### config.mk
export PLATFORM = sky130hd
export DESIGN_NAME = can_bit_sampler
export DESIGN_NICKNAME = d
export VERILOG_FILES = /design/src/rtl/can_bt_pkg.sv /design/src/rtl/can_bt_sync.sv /design/src/rtl/can_bt_tq_gen.sv /design/src/rtl/can_bt_seq.sv /design/src/rtl/can_bt_vote.sv /design/src/rtl/can_bt_idle.sv /design/src/rtl/can_bit_sampler.sv
export SDC_FILE = /design/constraint.sdc
export NUM_CORES = 1
export LEC_CHECK = 0
export ABC_CLOCK_PERIOD_IN_PS = 3000
export BUFFER_PORTS_ARGS = -buffer_cell sky130_fd_sc_hd__clkbuf_2
export CAP_MARGIN = 20
export CORE_MARGIN = 2
export CORE_UTILIZATION = 45
export DETAILED_ROUTE_END_ITERATION = 12
export PLACE_DENSITY = 0.72
export SYNTH_ARGS = -nofsm -noshare
export SYNTH_HDL_FRONTEND = slang
export SYNTH_SLANG_ARGS = --single-unit
### constraint.sdc
create_clock -name clk -period 3 [get_ports clk]
set_clock_uncertainty 0.05 [all_clocks]
set_input_delay 0.45 -clock clk [delete_from_list [all_inputs] [get_ports clk]]
set_output_delay 0.45 -clock clk [all_outputs]
set_load 0.05 [all_outputs]
### src/rtl/can_bt_pkg.sv
package can_bt_pkg;

  localparam int unsigned IDLE_RUN_DEF = 11;
  localparam int unsigned MIN_TRIPLE_SPAN = 3;

  function automatic logic vote3(input logic a, input logic b, input logic c);
    return (a & b) | (a & c) | (b & c);
  endfunction

endpackage

### src/rtl/can_bt_sync.sv
module can_bt_sync #(
  parameter int unsigned STAGES = 2
) (
  input  logic clk,
  input  logic rst_n,
  input  logic rx_raw,
  output logic rx_s,
  output logic rx_fall
);
  logic [STAGES-1:0] chain;
  logic              rx_prev;

  generate
    for (genvar g = 0; g < STAGES; g++) begin : g_stage
      if (g == 0) begin : g_first
        always_ff @(posedge clk or negedge rst_n)
          if (!rst_n) chain[0] <= 1'b1;
          else        chain[0] <= rx_raw;
      end else begin : g_next
        always_ff @(posedge clk or negedge rst_n)
          if (!rst_n) chain[g] <= 1'b1;
          else        chain[g] <= chain[g-1];
      end
    end
  endgenerate

  always_ff @(posedge clk or negedge rst_n)
    if (!rst_n) rx_prev <= 1'b1;
    else        rx_prev <= chain[STAGES-1];

  assign rx_s    = chain[STAGES-1];
  assign rx_fall = rx_prev & ~chain[STAGES-1];
endmodule

### src/rtl/can_bt_tq_gen.sv
module can_bt_tq_gen #(
  parameter int unsigned PRESC_W = 8
) (
  input  logic               clk,
  input  logic               rst_n,
  input  logic               run,
  input  logic               hsync,
  input  logic [PRESC_W-1:0] presc,
  output logic               tq_tick
);
  logic [PRESC_W-1:0] pcnt;

  assign tq_tick = run && !hsync && (pcnt >= presc);

  always_ff @(posedge clk or negedge rst_n)
    if (!rst_n)                        pcnt <= '0;
    else if (!run || hsync || tq_tick) pcnt <= '0;
    else                               pcnt <= pcnt + 1'b1;

  // with a prescaler above zero, quanta never tick back to back
  assert_tick_spacing_R1: assert property (@(posedge clk) disable iff (!rst_n)
    (tq_tick && presc != '0) |=> !tq_tick);
endmodule

### src/rtl/can_bt_seq.sv
module can_bt_seq #(
  parameter int unsigned SEG_W = 4,
  parameter int unsigned TQ_W  = SEG_W + 2
) (
  input  logic             clk,
  input  logic             rst_n,
  input  logic             run,
  input  logic             hsync,
  input  logic             tq_tick,
  input  logic [SEG_W-1:0] prop_seg,
  input  logic [SEG_W-1:0] ph1_seg,
  input  logic [SEG_W-1:0] ph2_seg,
  output logic             cap_far,
  output logic             cap_near,
  output logic             samp_ev,
  output logic             bit_end,
  output logic             span_ok
);
  logic [TQ_W-1:0] tq_idx;
  logic [TQ_W-1:0] sp_idx;
  logic [TQ_W-1:0] last_idx;

  assign sp_idx   = TQ_W'(prop_seg) + TQ_W'(ph1_seg);
  assign last_idx = sp_idx + TQ_W'(ph2_seg);
  assign span_ok  = sp_idx >= TQ_W'(can_bt_pkg::MIN_TRIPLE_SPAN);

  assign samp_ev  = tq_tick && (tq_idx == sp_idx);
  assign cap_near = tq_tick && (tq_idx == sp_idx - TQ_W'(1));
  assign cap_far  = tq_tick && (tq_idx == sp_idx - TQ_W'(2));
  assign bit_end  = tq_tick && (tq_idx >= last_idx);

  always_ff @(posedge clk or negedge rst_n)
    if (!rst_n)              tq_idx <= '0;
    else if (!run || hsync)  tq_idx <= '0;
    else if (bit_end)        tq_idx <= '0;
    else if (tq_tick)        tq_idx <= tq_idx + 1'b1;

  // a finished bit always restarts at the synchronization segment
  assert_wrap_to_sync_R1: assert property (@(posedge clk) disable iff (!rst_n)
    bit_end |=> (tq_idx == '0));
  // the sample point lies strictly before the end of the bit
  assert_sample_before_end_R6: assert property (@(posedge clk) disable iff (!rst_n)
    (samp_ev && ph2_seg != '0) |-> !bit_end);
endmodule

### src/rtl/can_bt_vote.sv
module can_bt_vote (
  input  logic clk,
  input  logic rst_n,
  input  logic run,
  input  logic rx_s,
  input  logic triple_sel,
  input  logic span_ok,
  input  logic cap_far,
  input  logic cap_near,
  input  logic samp_ev,
  input  logic bit_end,
  output logic smp_bit,
  output logic smp_stb,
  output logic bit_val,
  output logic bit_vld
);
  logic c_far, c_near;
  logic use_vote;
  logic decided;

  assign use_vote = triple_sel && span_ok;
  assign decided  = use_vote ? can_bt_pkg::vote3(c_far, c_near, rx_s) : rx_s;

  always_ff @(posedge clk or negedge rst_n)
    if (!rst_n) begin
      c_far <= 1'b1; c_near <= 1'b1; smp_bit <= 1'b1; smp_stb <= 1'b0;
      bit_val <= 1'b1; bit_vld <= 1'b0;
    end else if (!run) begin
      c_far <= 1'b1; c_near <= 1'b1; smp_bit <= 1'b1; smp_stb <= 1'b0;
      bit_val <= 1'b1; bit_vld <= 1'b0;
    end else begin
      if (cap_far)  c_far  <= rx_s;
      if (cap_near) c_near <= rx_s;
      if (samp_ev)  smp_bit <= decided;
      smp_stb <= samp_ev;
      if (bit_end)  bit_val <= smp_bit;
      bit_vld <= bit_end;
    end

  // the sample strobe is a single-clock pulse
  assert_smp_pulse_R6: assert property (@(posedge clk) disable iff (!rst_n)
    smp_stb |=> !smp_stb);
endmodule

### src/rtl/can_bt_idle.sv
module can_bt_idle #(
  parameter int unsigned IDLE_RUN = can_bt_pkg::IDLE_RUN_DEF,
  localparam int unsigned CNT_W   = $clog2(IDLE_RUN + 1)
) (
  input  logic clk,
  input  logic rst_n,
  input  logic run,
  input  logic bit_done,
  input  logic bit_in,
  output logic ready,
  output logic idle
);
  logic [CNT_W-1:0] rec_cnt;

  assign idle = (rec_cnt == CNT_W'(IDLE_RUN));

  always_ff @(posedge clk or negedge rst_n)
    if (!rst_n) begin
      rec_cnt <= '0; ready <= 1'b0;
    end else if (!run) begin
      rec_cnt <= '0; ready <= 1'b0;
    end else if (bit_done) begin
      if (!bit_in) rec_cnt <= '0;
      else if (!idle) begin
        rec_cnt <= rec_cnt + 1'b1;
        if (rec_cnt == CNT_W'(IDLE_RUN - 1)) ready <= 1'b1;
      end
    end

  // a dominant bit empties the recessive run
  assert_dominant_restart_R9: assert property (@(posedge clk) disable iff (!rst_n)
    (run && bit_done && !bit_in) |=> (rec_cnt == '0 && !idle));
  // ready holds while the block keeps running
  assert_ready_sticky_R8: assert property (@(posedge clk) disable iff (!rst_n)
    (ready && run) |=> ready);
endmodule

### src/rtl/can_bit_sampler.sv
module can_bit_sampler #(
  parameter int unsigned PRESC_W     = 8,
  parameter int unsigned SEG_W       = 4,
  parameter int unsigned SYNC_STAGES = 2,
  parameter int unsigned IDLE_RUN    = can_bt_pkg::IDLE_RUN_DEF
) (
  input  logic               clk,
  input  logic               rst_n,
  input  logic               run,
  input  logic               rx_in,
  input  logic [PRESC_W-1:0] presc,
  input  logic [SEG_W-1:0]   prop_seg,
  input  logic [SEG_W-1:0]   ph1_seg,
  input  logic [SEG_W-1:0]   ph2_seg,
  input  logic               triple_sel,
  output logic               bit_val,
  output logic               bit_vld,
  output logic               smp_stb,
  output logic               bus_ready
);
  localparam int unsigned TQ_W = SEG_W + 2;

  logic rx_s, rx_fall, hsync, tq_tick;
  logic cap_far, cap_near, samp_ev, bit_end, span_ok;
  logic smp_bit, idle;

  assign hsync = run && rx_fall && (!bus_ready || idle);

  can_bt_sync #(.STAGES(SYNC_STAGES)) u_sync (
    .clk(clk), .rst_n(rst_n), .rx_raw(rx_in), .rx_s(rx_s), .rx_fall(rx_fall));

  can_bt_tq_gen #(.PRESC_W(PRESC_W)) u_tq (
    .clk(clk), .rst_n(rst_n), .run(run), .hsync(hsync), .presc(presc),
    .tq_tick(tq_tick));

  can_bt_seq #(.SEG_W(SEG_W), .TQ_W(TQ_W)) u_seq (
    .clk(clk), .rst_n(rst_n), .run(run), .hsync(hsync), .tq_tick(tq_tick),
    .prop_seg(prop_seg), .ph1_seg(ph1_seg), .ph2_seg(ph2_seg),
    .cap_far(cap_far), .cap_near(cap_near), .samp_ev(samp_ev),
    .bit_end(bit_end), .span_ok(span_ok));

  can_bt_vote u_vote (
    .clk(clk), .rst_n(rst_n), .run(run), .rx_s(rx_s), .triple_sel(triple_sel),
    .span_ok(span_ok), .cap_far(cap_far), .cap_near(cap_near),
    .samp_ev(samp_ev), .bit_end(bit_end), .smp_bit(smp_bit),
    .smp_stb(smp_stb), .bit_val(bit_val), .bit_vld(bit_vld));

  can_bt_idle #(.IDLE_RUN(IDLE_RUN)) u_idle (
    .clk(clk), .rst_n(rst_n), .run(run), .bit_done(bit_end),
    .bit_in(smp_bit), .ready(bus_ready), .idle(idle));

  // one strobe per bit, never two clocks in a row
  assert_vld_pulse_R7: assert property (@(posedge clk) disable iff (!rst_n)
    (bit_vld && ph2_seg != '0) |=> !bit_vld);
  // the held value moves only with a strobe while running
  assert_stable_val_R7: assert property (@(posedge clk) disable iff (!rst_n)
    ($past(run) && run && !bit_vld) |-> $stable(bit_val));
  // ready can only appear together with a bit strobe
  assert_ready_with_vld_R8: assert property (@(posedge clk) disable iff (!rst_n)
    $rose(bus_ready) |-> bit_vld);
  // nothing is emitted while held
  assert_quiet_when_held_R2: assert property (@(posedge clk) disable iff (!rst_n)
    !$past(run) |-> (!bit_vld && !smp_stb && !bus_ready));
endmodule

==> impl_metrics.tcl <==
set metrics [dict create \
    design_area_um2 3000 \
    portBuffers 28 \
    finalCritPeriodShare_pct 102 \
    io_pins 29 \
    via_count 2090 \
    p_int_uw 795 \
    hold_class "in -> async" \
    initial_core_util_pct 46.4 \
    cts_root_buffer "clkbuf_8" \
    p_per_area_nw_per_um2 384 \
    grt_overflow 0 \
    drcViolationCount 0 \
    layout.cells.non_filler 389 \
    ys_seq_area_share_pct 30.0 \
    clock-sinks 28 \
    largest_reg_flops 8 \
    slowest_stage "fa_2" \
    nNetsFinal 378 \
    grt_max_degree 29 \
    largest_registers "u_tq.pcnt: 8 flops, u_seq.tq_idx: 6 flops, u_idle.rec_cnt: 4 flops" \
    combPwrFrac_pct 39.6 \
    first_pass_iters 4 \
    path_clk_slew_ns 0.10 \
    synth-edff-count 0 \
    critPathKind "in -> reg" \
    crit_required_ns 3.16 \
    die_w_um 76.6 \
    p_leak_nw 1.51 \
    drt_iter0_markers 88 \
    placed_cells 384 \
    synthArstFlopShare_pct 100 \
    fmax_ghz 0.328 \
    pre_cts_ws_ns -0.298 \
    swShare_pct 30.9 \
    tightest_slew_ns 0.691 \
    syn_nets 320 \
    hold_violations 0 \
    tritoncts "built" \
    crit_path_end_kind "register" \
    holdWs_ns 0.148 \
    rsz0062_at_grt "true" \
    grt_usage_pct 19.2 \
    worstPathArrival_ns 3.21 \
    h-tree-depth 1 \
    report.final.slew_viol_count 0 \
    path_cells "buf_6 -> ha_4 -> fa_2 -> ha_4 -> a21o_1 -> a21oi_2 -> xor2_1 -> ha_1 -> a21oi_2 -> o21a_1 -> o21ai_4 -> or3_1 -> a31oi_1" \
    drv_cap 0 \
    netlist_area_um2 2370 \
    via_per_inst 5.37 \
    post_drt_wl_per_cell_um 13.8 \
    worst_slack_ns -0.0498 \
    antenna_found_initial 0 \
    p_switching_uw 355 \
    crit_fanout 6 \
    place_congestion 0.841 \
    ir_drop_mv 0.339 \
    syn_area_per_cell_um2 9.04 \
    rows 26 \
    cpPeakStageDelay_ns 0.60 \
    grt_pass1_wl_um 9490 \
    final_cell_mix "buf_4, ha_1, inv_1, clkbuf_2" \
    finalSetupViolCount 6 \
    ys_types 51 \
    dieArea_um2 5860 \
    r2r-start "u_tq.pcnt[2]" \
    layout_commonest_cell "buf_4" \
    pwr-share-seq_pct 34.8 \
    diodes 0 \
    clk-insertion-delay-late_ns 0.27 \
    max_slew_margin_pct 54.0 \
    synth_cells 262 \
    clockBufferDepth 2 \
    hold_buffers 0 \
    violations "negative setup slack" \
    setup-tns-final_ns -0.104 \
    cts_buffers 3 \
    p_clk_share_pct 25.6 \
    postLayoutCoreUtil_pct 58.6 \
    post-dp-hpwl_um 4230 \
    detail-route-antenna-nets 0 \
    die_h_um 76.6 \
    drive_above_1_share_pct 29.5 \
    wirelength_um 5370 \
    yosys_most_used_dff "dfrtp_1" \
    status "finished, violations left" \
    core-area_um2 5110 \
    area_growth_pct 26.5 \
    period_minus_slack_ns 3.05 \
    regMostFlops "u_tq.pcnt" \
    start_kind "input pin" \
    power_mw 1.15 \
    place_area_um2 2850 \
    ys_warn_count 0 \
    cp-startpoint "prop_seg[0]" \
    ys_ff_latch 28 \
    grt_pass1_vias 2177 \
]
[critical path, delay by kind of cell]
family	cells	cell delay, ns
fa+ha+maj	4	1.24
compound gates	6	0.87
simple gates	1	0.37
xor+xnor	1	0.16
buf+inv	1	0.10
[timing repair]
item,in CTS,in global routing
endpoints found under the setup margin,3,11
cloned,0,0
pin swaps,1,3
buffers inserted,0,1
gates resized for setup,0,16
[cells in the mapped netlist (3+ instances only)]
master     number  share of area [%]
nor2_1         21                3.3
a21oi_1        11                2.3
a21o_1          5                1.6
xnor2_1        10                3.7
a31oi_1         8                2.1
clkbuf_1        4               0.63
dfrtp_1        21                 22
or3_1           4                1.1
and3_1          6                1.6
mux2i_1         4                1.7
o21ai_0         9                1.9
xor2_1         10                3.7
nand2_1        12                1.9
nand4_1         3               0.79
nand2b_1        4                1.1
ha_1           31                 16
dfstp_2         7                7.8
nand3_1        14                3.0
o21a_1          3               0.95
a2111oi_0       3                1.1
inv_1          28                4.4
nor3_1          4               0.85
[path summary, 6_finish.rpt]
kind / end / slack [ns] / cells after the start
worst max register to register: u_vote.c_far / 0.57 / 8
min in group clk: u_sync.chain[0] / 0.21 / 1
worst min register to register: u_sync.rx_s / 0.31 / 0
worst min-delay path: u_tq.pcnt[0] / 0.15 / 1
worst max-delay path: u_seq.tq_idx[2] / -0.05 / 13
max in group asynchronous: u_idle.ready / 2.30 / 1
[cell type report]
type                       count  area [um2]
timing repair buffer          57         370
multi-input combinational    201        1650
clock inverter                 1        30.0
inverter                      29         109
fill                         462        2110
sequential                    28         709
tap                           70        87.6
clock buffer                   3        41.3
[routing by layer]
layer	GRT usage, %	routed length [um]	part of all wire (%)
met5	0	0	0
met4	4.36	59	1.1
met1	26.2	2520	47
met3	2.13	175	3.3
met2	32.8	2610	49
[power groups by stage]
stage | Combinational, mW | Sequential (mW) | Clock, mW
6_report | 0.455 | 0.401 | 0.294
3_5_place_dp | 0.425 | 0.407 | 0
4_1_cts | 0.428 | 0.400 | 0.304
3_3_place_gp | 0.408 | 0.407 | 0
2_1_floorplan | 0.273 | 0.403 | 0
5_1_grt | 0.509 | 0.403 | 0.324
[cell families (layout without fill, tap and decap cells)]
group	after synthesis	in the layout	synth area share, %
AO/OA/AOI/OAI	64	64	18.8
XOR/XNOR	22	22	9.46
adder cells (fa/ha/maj)	33	33	18.1
buffers and inverters	33	90	5.23
flip-flops	28	28	30.0
multiplexers	4	4	1.69
AND/OR/NAND/NOR	78	78	16.8
(Power assumes the default switching activity.)
